File: config.mk
export PLATFORM = sky130hd
export DESIGN_NAME = joypad_player_mux
export DESIGN_NICKNAME = d
export VERILOG_FILES = /design/src/rtl/jpm_pkg.sv /design/src/rtl/pad_bank.sv /design/src/rtl/player_seq.sv /design/src/rtl/nibble_out.sv /design/src/rtl/joypad_player_mux.sv
export SDC_FILE = /design/constraint.sdc
export NUM_CORES = 1
export LEC_CHECK = 0
export BUFFER_PORTS_ARGS = -buffer_cell sky130_fd_sc_hd__buf_2
export CORE_UTILIZATION = 45
export DETAILED_ROUTE_END_ITERATION = 7
export GPL_TIMING_DRIVEN = 0
export MAX_ROUTING_LAYER = met4
export PLACE_DENSITY_LB_ADDON = 0.08
export SLEW_MARGIN = 25
export SYNTH_ARGS = -nofsm -noshare
export SYNTH_HDL_FRONTEND = slang
export SYNTH_HIERARCHICAL = 1
export SYNTH_SLANG_ARGS = --single-unit
File: constraint.sdc
create_clock -name clk -period 4.8 [get_ports clk]
set_input_delay 0.96 -clock clk [delete_from_list [all_inputs] [get_ports clk]]
set_output_delay 0.96 -clock clk [all_outputs]
set_load 0.02 [all_outputs]
File: src/rtl/jpm_pkg.sv
package jpm_pkg;
  typedef enum logic [1:0] {
    MODE_ONE  = 2'd0,
    MODE_TWO  = 2'd1,
    MODE_FOUR = 2'd2
  } mode_e;

  localparam logic [3:0] ID_BASE = 4'hF;
endpackage

File: src/rtl/pad_bank.sv
module pad_bank #(
  parameter int NUM_PADS = 4,
  parameter int PAD_W    = 8,
  parameter int ADDR_W   = 3,
  localparam int IDX_W   = $clog2(NUM_PADS)
) (
  input  logic              clk,
  input  logic              rst,
  input  logic              wr_en,
  input  logic [ADDR_W-1:0] wr_addr,
  input  logic [PAD_W-1:0]  wr_data,
  input  logic [IDX_W-1:0]  rd_idx,
  output logic [PAD_W-1:0]  rd_data
);
  logic [PAD_W-1:0] pad_q [NUM_PADS];

  for (genvar g = 0; g < NUM_PADS; g++) begin : g_pad
    always_ff @(posedge clk) begin
      if (rst)
        pad_q[g] <= '1;
      else if (wr_en && (wr_addr == ADDR_W'(g)))
        pad_q[g] <= wr_data;
    end
  end

  assign rd_data = pad_q[rd_idx];

  // the byte seen by the reader is all-released right after reset
  assert_reset_released_R1: assert property (@(posedge clk)
    $past(rst) |-> (rd_data == '1));

  // an in-range write lands in the addressed slot
  assert_write_stored_R2: assert property (@(posedge clk) disable iff (rst)
    (wr_en && (wr_addr < ADDR_W'(NUM_PADS))) |=>
      (pad_q[IDX_W'($past(wr_addr))] == $past(wr_data)));
endmodule

File: src/rtl/player_seq.sv
module player_seq
  import jpm_pkg::*;
#(
  parameter int NUM_PADS = 4,
  localparam int IDX_W   = $clog2(NUM_PADS)
) (
  input  logic             clk,
  input  logic             rst,
  input  logic             ctrl_we,
  input  logic [7:0]       ctrl_data,
  input  logic             sel_dir_n,
  input  logic             sel_btn_n,
  output logic [IDX_W-1:0] idx_d,
  output logic [IDX_W-1:0] idx_q
);
  mode_e          mode_q, mode_new;
  logic           both_hi, prev_both_q, rise, mode_chg;
  logic [IDX_W:0] cnt_q;

  assign both_hi = sel_dir_n && sel_btn_n;
  assign rise    = both_hi && !prev_both_q;

  always_comb begin
    if (ctrl_data[5])      mode_new = MODE_FOUR;
    else if (ctrl_data[4]) mode_new = MODE_TWO;
    else                   mode_new = MODE_ONE;
  end

  assign mode_chg = ctrl_we && (mode_new != mode_q);

  always_comb begin
    unique case (mode_q)
      MODE_FOUR: cnt_q = (IDX_W+1)'(NUM_PADS);
      MODE_TWO:  cnt_q = (IDX_W+1)'(2);
      default:   cnt_q = (IDX_W+1)'(1);
    endcase
  end

  always_comb begin
    idx_d = idx_q;
    if (mode_chg)
      idx_d = '0;
    else if (rise)
      idx_d = ({1'b0, idx_q} == cnt_q - 1'b1) ? '0 : idx_q + 1'b1;
  end

  always_ff @(posedge clk) begin
    if (rst) begin
      mode_q      <= MODE_ONE;
      idx_q       <= '0;
      prev_both_q <= 1'b1;
    end else begin
      if (ctrl_we) mode_q <= mode_new;
      idx_q       <= idx_d;
      prev_both_q <= both_hi;
    end
  end

  // index never reaches the player count
  assert_idx_in_range_R9: assert property (@(posedge clk) disable iff (rst)
    ({1'b0, idx_q} < cnt_q));

  // single-player mode pins the index at zero
  assert_single_zero_R9: assert property (@(posedge clk) disable iff (rst)
    (mode_q == MODE_ONE) |-> (idx_q == '0));

  // no advance without a fresh both-high edge
  assert_hold_without_edge_R8: assert property (@(posedge clk) disable iff (rst)
    (!rise && !ctrl_we) |=> $stable(idx_q));

  // a mode change clears the index
  assert_mode_clears_idx_R11: assert property (@(posedge clk) disable iff (rst)
    mode_chg |=> (idx_q == '0));
endmodule

File: src/rtl/nibble_out.sv
module nibble_out
  import jpm_pkg::*;
#(
  parameter int NUM_PADS = 4,
  parameter int PAD_W    = 8,
  localparam int IDX_W   = $clog2(NUM_PADS),
  localparam int HALF_W  = PAD_W / 2
) (
  input  logic              clk,
  input  logic              rst,
  input  logic              sel_dir_n,
  input  logic              sel_btn_n,
  input  logic [IDX_W-1:0]  idx,
  input  logic [PAD_W-1:0]  pad_byte,
  output logic [HALF_W-1:0] nib_q
);
  logic [HALF_W-1:0] nib_d, dir_half, btn_half;

  assign dir_half = pad_byte[HALF_W-1:0];
  assign btn_half = pad_byte[PAD_W-1:HALF_W];

  always_comb begin
    unique case ({sel_btn_n, sel_dir_n})
      2'b11:   nib_d = HALF_W'(ID_BASE) - HALF_W'(idx);
      2'b10:   nib_d = dir_half;
      2'b01:   nib_d = btn_half;
      default: nib_d = dir_half & btn_half;
    endcase
  end

  always_ff @(posedge clk) begin
    if (rst) nib_q <= HALF_W'(ID_BASE);
    else     nib_q <= nib_d;
  end

  // both selects high yields the ID nibble one clock later
  assert_id_nibble_R7: assert property (@(posedge clk) disable iff (rst)
    (sel_dir_n && sel_btn_n) |=> (nib_q == HALF_W'(ID_BASE) - HALF_W'($past(idx))));

  // both low never returns a bit set that either half has clear
  assert_and_merge_R6: assert property (@(posedge clk) disable iff (rst)
    (!sel_dir_n && !sel_btn_n) |=>
      ((nib_q & ~$past(dir_half)) == '0) && ((nib_q & ~$past(btn_half)) == '0));
endmodule

File: src/rtl/joypad_player_mux.sv
module joypad_player_mux
  import jpm_pkg::*;
#(
  parameter int NUM_PADS = 4,
  parameter int PAD_W    = 8,
  parameter int ADDR_W   = 3
) (
  input  logic              clk,
  input  logic              rst,
  input  logic              host_we,
  input  logic [ADDR_W-1:0] host_addr,
  input  logic [PAD_W-1:0]  host_wdata,
  input  logic              sel_dir_n,
  input  logic              sel_btn_n,
  output logic [3:0]        pad_nibble
);
  localparam int IDX_W = $clog2(NUM_PADS);
  localparam logic [ADDR_W-1:0] CTRL_ADDR = ADDR_W'(NUM_PADS);

  logic             pad_we, ctrl_we;
  logic [IDX_W-1:0] idx_d, idx_q;
  logic [PAD_W-1:0] pad_byte;

  assign pad_we  = host_we && (host_addr < CTRL_ADDR);
  assign ctrl_we = host_we && (host_addr == CTRL_ADDR);

  pad_bank #(.NUM_PADS(NUM_PADS), .PAD_W(PAD_W), .ADDR_W(ADDR_W)) bank_i (
    .clk(clk), .rst(rst), .wr_en(pad_we), .wr_addr(host_addr),
    .wr_data(host_wdata), .rd_idx(idx_d), .rd_data(pad_byte)
  );

  player_seq #(.NUM_PADS(NUM_PADS)) seq_i (
    .clk(clk), .rst(rst), .ctrl_we(ctrl_we), .ctrl_data(host_wdata[7:0]),
    .sel_dir_n(sel_dir_n), .sel_btn_n(sel_btn_n), .idx_d(idx_d), .idx_q(idx_q)
  );

  nibble_out #(.NUM_PADS(NUM_PADS), .PAD_W(PAD_W)) out_i (
    .clk(clk), .rst(rst), .sel_dir_n(sel_dir_n), .sel_btn_n(sel_btn_n),
    .idx(idx_d), .pad_byte(pad_byte), .nib_q(pad_nibble)
  );

  // the output only moves on a clock edge and holds while inputs and state hold
  assert_registered_out_R12: assert property (@(posedge clk) disable iff (rst)
    ($stable(idx_q) && $stable({sel_dir_n, sel_btn_n}) && !$past(host_we) && !host_we)
      |=> $stable(pad_nibble));
endmodule

### Word-level counts from Yosys, hierarchy flattened

Memories as Yosys holds them, arrays and structs flattened.
Cells that the tools add are included.

* register bits: 9
* bits in writable memories: 32
* word-level logic and storage cells: 61
* input bits: 16
* output and inout bits: 4
* memories kept: 1

Memory list
* bank_i.pad_q: depth 4, width 8, read ports 1, clocked after memory_dff 0, wr ports 4, RTL line pad_bank.sv:15 `logic [PAD_W-1:0] pad_q [NUM_PADS];`

* equality and inequality tests: 11
* $add $sub $neg: 3
* magnitude comparators: 1
* reductions and logical operators: 11
* bitwise logic cells: 5
* multiplexer cells: 25

Operator list (number)
* 2-to-1 mux 8 bit: 4
* 2-to-1 mux 1 bit: 15
* one-hot mux 4 bit (3 select lines): 1
* logical AND 1 bit: 9
* 2-to-1 mux 2 bit: 4
* == test 2 bit (second input constant): 3
* == test 3 x 2 -> 1 bit (second input constant): 2
* one-hot mux 3 bit (2 select lines): 1
* bitwise AND 4 bit: 1
* == test 2 x 1 -> 1 bit (second input constant): 2
* bitwise OR 1 bit: 4
* subtractor 1 x 3 -> 4 bit (first input constant): 1
* == test 2 x 3 -> 1 bit: 1
* == test 3 x 1 -> 1 bit (second input constant): 1
* == test 3 bit (second input constant): 1
* zero test 3 bit: 1
* less-than comparator 3 bit (second input constant): 1
* subtractor 3 x 1 -> 3 bit (second input constant): 1
* adder 2 x 1 -> 2 bit (second input constant): 1
* != test 2 bit: 1
* zero test 1 bit: 1

### Logic depth before layout (Yosys ltp)

An unclocked memory read counts as a cell.

* depth after elaboration: 10
* gate-level depth with buffers: 9

### By module

The synthesis kept the hierarchy.

Modules (own cells, without submodules)
* pad_bank: instances 1, area each 1564.0 µm², cells each 96
* player_seq: instances 1, area each 317.8 µm², cells each 32
* nibble_out: instances 1, area each 152.6 µm², cells each 14
* joypad_player_mux: instances 1, area each 18.8 µm², cells each 2

### Least setup slack after synthesis

Ideal clock, no wire load.

* kind: input port to flip-flop
* start point: input host_addr[1]
* end point: register out_i.nib_q[0]
* arrival time: 2.556 ns
* stages on the path: 7
* library setup time: 0.120 ns
* setup slack: 2.124 ns
* path through: and4bb_1 nor4b_2 a21oi_1 buf_6 mux4_2 o22ai_1 o21bai_2

* word-level cells in the longest chain between the ends: 7
* elaborated cells on any way between the ends: 8
* classes of those cells: add/sub (1); eq/ne (1); mux (2); bitwise (1); reduce/logical (2); memory (1)

RTL lines
* start: declaration: RTL line joypad_player_mux.sv:11 `input logic [ADDR_W-1:0] host_addr,`
* == test 3 bit *: RTL line joypad_player_mux.sv:25 `assign ctrl_we = host_we && (host_addr == CTRL_ADDR);`
* logical AND 1 bit *: RTL line joypad_player_mux.sv:25
* logical AND 1 bit *: RTL line player_seq.sv:29 `assign mode_chg = ctrl_we && (mode_new != mode_q);`
* 2-to-1 mux 2 bit *: RTL line player_seq.sv:41 `if (mode_chg)`
* via idx_d[0]: RTL line joypad_player_mux.sv:21 `logic [IDX_W-1:0] idx_d, idx_q;`
* memory (4 x 8 bit) *
* via pad_byte[4]: RTL line joypad_player_mux.sv:22 `logic [PAD_W-1:0] pad_byte;`
* bitwise AND 4 bit: RTL line nibble_out.sv:27 `default: nib_d = dir_half & btn_half;`
* one-hot mux 4 bit (3 select lines) *: RTL line nibble_out.sv:23 `unique case ({sel_btn_n, sel_dir_n})`
* end signal: assignment: RTL line nibble_out.sv:32 `if (rst) nib_q <= HALF_W'(ID_BASE);`
* end signal: assignment: RTL line nibble_out.sv:33 `else nib_q <= nib_d;`
* end: declaration: RTL line nibble_out.sv:15 `output logic [HALF_W-1:0] nib_q`

Mark *: on every way through the listed nets, which the timed path passes. The rest lies on a longest branch.
A chain may end at the register's enable or synchronous reset.

### Worst setup path in the final report

* start point: register seq_i.mode_q[0]
* end point: register out_i.nib_q[0]

* word-level cells in the longest chain between the ends: 10
* elaborated cells on any way between the ends: 14
* classes of those cells: add/sub (2); eq/ne (4); mux (5); bitwise (1); reduce/logical (1); memory (1)

RTL lines
* start: declaration: RTL line player_seq.sv:16 `mode_e mode_q, mode_new;`
* start signal: assignment: RTL line player_seq.sv:53 `if (ctrl_we) mode_q <= mode_new;`
* == test 2 x 1 -> 1 bit or == test 2 bit (tied branches): RTL line player_seq.sv:32 `unique case (mode_q)`
* one-hot mux 3 bit (2 select lines): RTL line player_seq.sv:32
* subtractor 3 x 1 -> 3 bit: RTL line player_seq.sv:44 `idx_d = ({1'b0, idx_q} == cnt_q - 1'b1) ? '0 : idx_q + 1'b1;`
* == test 2 x 3 -> 1 bit: RTL line player_seq.sv:44
* 2-to-1 mux 2 bit: RTL line player_seq.sv:44
* 2-to-1 mux 2 bit: RTL line player_seq.sv:43 `else if (rise)`
* 2-to-1 mux 2 bit *: RTL line player_seq.sv:41
* via idx_d[0]: RTL line joypad_player_mux.sv:21
* memory (4 x 8 bit) *
* via pad_byte[4]: RTL line joypad_player_mux.sv:22
* bitwise AND 4 bit: RTL line nibble_out.sv:27
* one-hot mux 4 bit (3 select lines) *: RTL line nibble_out.sv:23

Marks and branches as above.

==> flow_summary_export.csv <==
group,metric,value,unit
finish,final_cell_mix,"nand2_1 (33), edfxtp_1 (32), buf_2 (19)",
timing,rsz0062_at_grt,"false",
finish,antenna_cells,0,
clock_network,cts_setup_buffers,0,
synth,ys_warn_count,6,
clock_network,ctsLongestPathBuffers,2,
floorplan,ios,20,
finish,final_common_cell,"nand2_1",
grt,grt_pass1_vias,1283,
clock_network,clock-sinks,41,
timing,finalSetupViolCount,0,
setup_path,cp-end-kind,"flip-flop",
timing,setup_tns,0,ns
grt,grt_pass1_wl,6499,um
synth,yosys_most_used_dff,"edfxtp_1",
route,dr.pass1.iters,4,
timing,tightest_slew,0.7990,ns
pwr,p_leak,0.7894,nW
floorplan,rows,24,
setup_path,cp_top_family,"compound AO/OA/AOI/OAI gates",
route,vias,1229,
timing,slew_headroom,46.63,%
clock_network,root_buffer,"clkbuf_8",
grt,grt_overflow,0,
floorplan,die_w,69.55,um
route,drc,0,
clock_network,cts_resized,0,
setup_path,cp-start-kind,"flip-flop",
finish,layout-area-overhead-vs-synth,13.41,%
timing,hold_viol,0,
placed_design,port_buffers,19,
grt,grt_usage,19.17,%
synth,ys_seq_area_share,55.58,%
synth,syn_area,0.002053,mm2
route,drt_iter0_markers,56,
timing,fin_crit_sh,59.16,%
setup_path,cp.arrival,3.03,ns
setup_path,cp_max_fo,8,
synth,synth_edf_count,32,
synth,synth.avg_cell_area,14.26,um2
timing,slew_violations,0,
clock_network,htree_num_levels,2,
finish,layout-drive-gt1-share,32.16,%
setup_path,cp_slowest_cell,"mux4_2",
finish,n_fill_cell,365,
clock_network,path_clk_slew,0.08,ns
synth,synthArstFlopShare,0,%
clock_network,clk-insertion-delay-late,0.30,ns
floorplan,die_h,69.55,um
clock_network,cts_tree,"built",
pwr,power_density,325.7,mW/mm2
placed_design,gp_congestion,0.7281,
synth,synth_nets,162,
setup_path,worstSetupPathType,"reg -> reg",
floorplan,core,0.004384,mm2
grt,grt_max_degree,15,
setup_path,path_cells,"inv_1, ha_1, and3b_1, a2111o_1, a21oi_1, buf_6, mux4_2, o22ai_1, o21bai_2",
timing,fin_skew,0.008552,ns
floorplan,dieArea,0.004837,mm2
route,viasPerCell,5.511,
finish,nNetsFinal,188,
route,routedWlPerCell,18.18,um
route,drt-total-wl,4054,um
clock_network,ctsHoldBuffers,0,
floorplan,start_util,46.83,%
outcome,outcome,"finished clean",
placed_design,hpwl,2828,um
timing,fmax,0.3522,GHz
pwr,irDropWorstVdd,288.8,uV
setup_path,crit_required,4.99,ns
run,drv_cap,0,
setup_path,cp_num_buf_inv,2,
timing,period_needed,2.840,ns
synth,ys_types,32,
synth,ys_ff_latch,41,
setup_path,slowest_delay,0.53,ns
route,postRouteAntennaNets,0,
clock_network,cts_buffers,5,
worst_hold_path,hold_class,"reg -> reg",
grt,antenna_found_initial,0,
finish,fin_util,53.11,%
synth,syn_inst,144,
## path summary, 6_finish.rpt
check                  startpoint              to  slack (ns)  cells after the start
setup / recovery  seq_i/mode_q[0]  out_i/nib_q[0]        1.96                      9
hold / removal     seq_i/idx_q[0]  seq_i/idx_q[0]        0.55                      2
setup reg to reg  seq_i/mode_q[0]  out_i/nib_q[0]        1.96                      9
hold reg to reg    seq_i/idx_q[0]  seq_i/idx_q[0]        0.55                      2
## worst min-delay path, stage by stage, from the launching register on
cell and delay (ns):
dfxtp_1 0.34, nand2_1 0.10, a211oi_2 0.07
## per-layer routing
metal  share of wire [%]  vias to the layer above  track usage [%]
met5                   0                        -                -
li1                    -                      601                -
met2                  53                       24            33.01
met4                 1.3                        0            6.122
met3                 3.6                        6            5.233
met1                  42                      598            21.62
## where the power goes
part | switching [mW] | internal, mW | total (mW)
logic | 0.0411 | 0.0288 | 0.0699
registers | 0.00530 | 0.401 | 0.406
clock network | 0.126 | 0.156 | 0.282
## sequential cells by signal, summed over array words and instances, names as in the netlist
signal             cells
seq_i/idx_q            2
seq_i/prev_both_q      1
seq_i/mode_q           2
out_i/nib_q            4
bank_i/pad_q          32
## cells by family (layout without fill, tap and decap cells)
family / after synthesis / count (layout) / share of synthesized area (%)
multiplexers: 9 / 9 / 9.263
flip-flops: 41 / 41 / 55.58
AO/OA/AOI/OAI: 18 / 18 / 7.129
buffers and inverters: 9 / 36 / 2.742
AND/OR/NAND/NOR: 65 / 65 / 24.07
adder cells (fa/ha/maj): 2 / 2 / 1.219
## final cells by class
class	count	area [um2]	share of cell area [%]
repair buffers	19	95.09	4.084
plain buffers	7	48.80	2.096
clock inverters	3	46.29	1.988
multi-input cells	94	855.8	36.75
flip-flops and latches	41	1141	49.01
clock buffers	5	68.82	2.955
well taps	52	65.06	2.794
inverters	2	7.507	0.3224
## through the flow
| step | instances | area [um2] | power, mW | hold WS [ns] | setup slack, ns |
|---|---|---|---|---|---|
| final | 223 | 2328 | 0.7583 | 0.5503 | 1.960 |
| after global routing | 223 | 2328 | 0.7859 | 0.5761 | 1.829 |
| after CTS | 223 | 2328 | 0.7670 | 0.5489 | 1.959 |
| after detailed placement | 215 | 2213 | 0.4854 | 0.5371 | 1.708 |
| after global placement | 215 | 2213 | 0.4824 | 0.5188 | 1.694 |
| after floorplan | 144 | 2053 | 0.4567 | 0.4893 | 2.124 |
## Yosys cell counts (3+ instances only)
cell	count	area share (%)
mux4_2	8	8.8
nor4b_4	8	9.3
and3b_1	3	1.3
dfxtp_1	9	8.8
o22ai_1	4	1.2
edfxtp_1	32	47
nand2b_1	3	0.91
buf_6	3	1.6
a21oi_1	3	0.73
nand2_1	33	6.0
clkbuf_1	4	0.73
nor2b_1	4	1.2
a21o_2	4	1.7
Note: power is estimated with default switching activity, not from simulation.
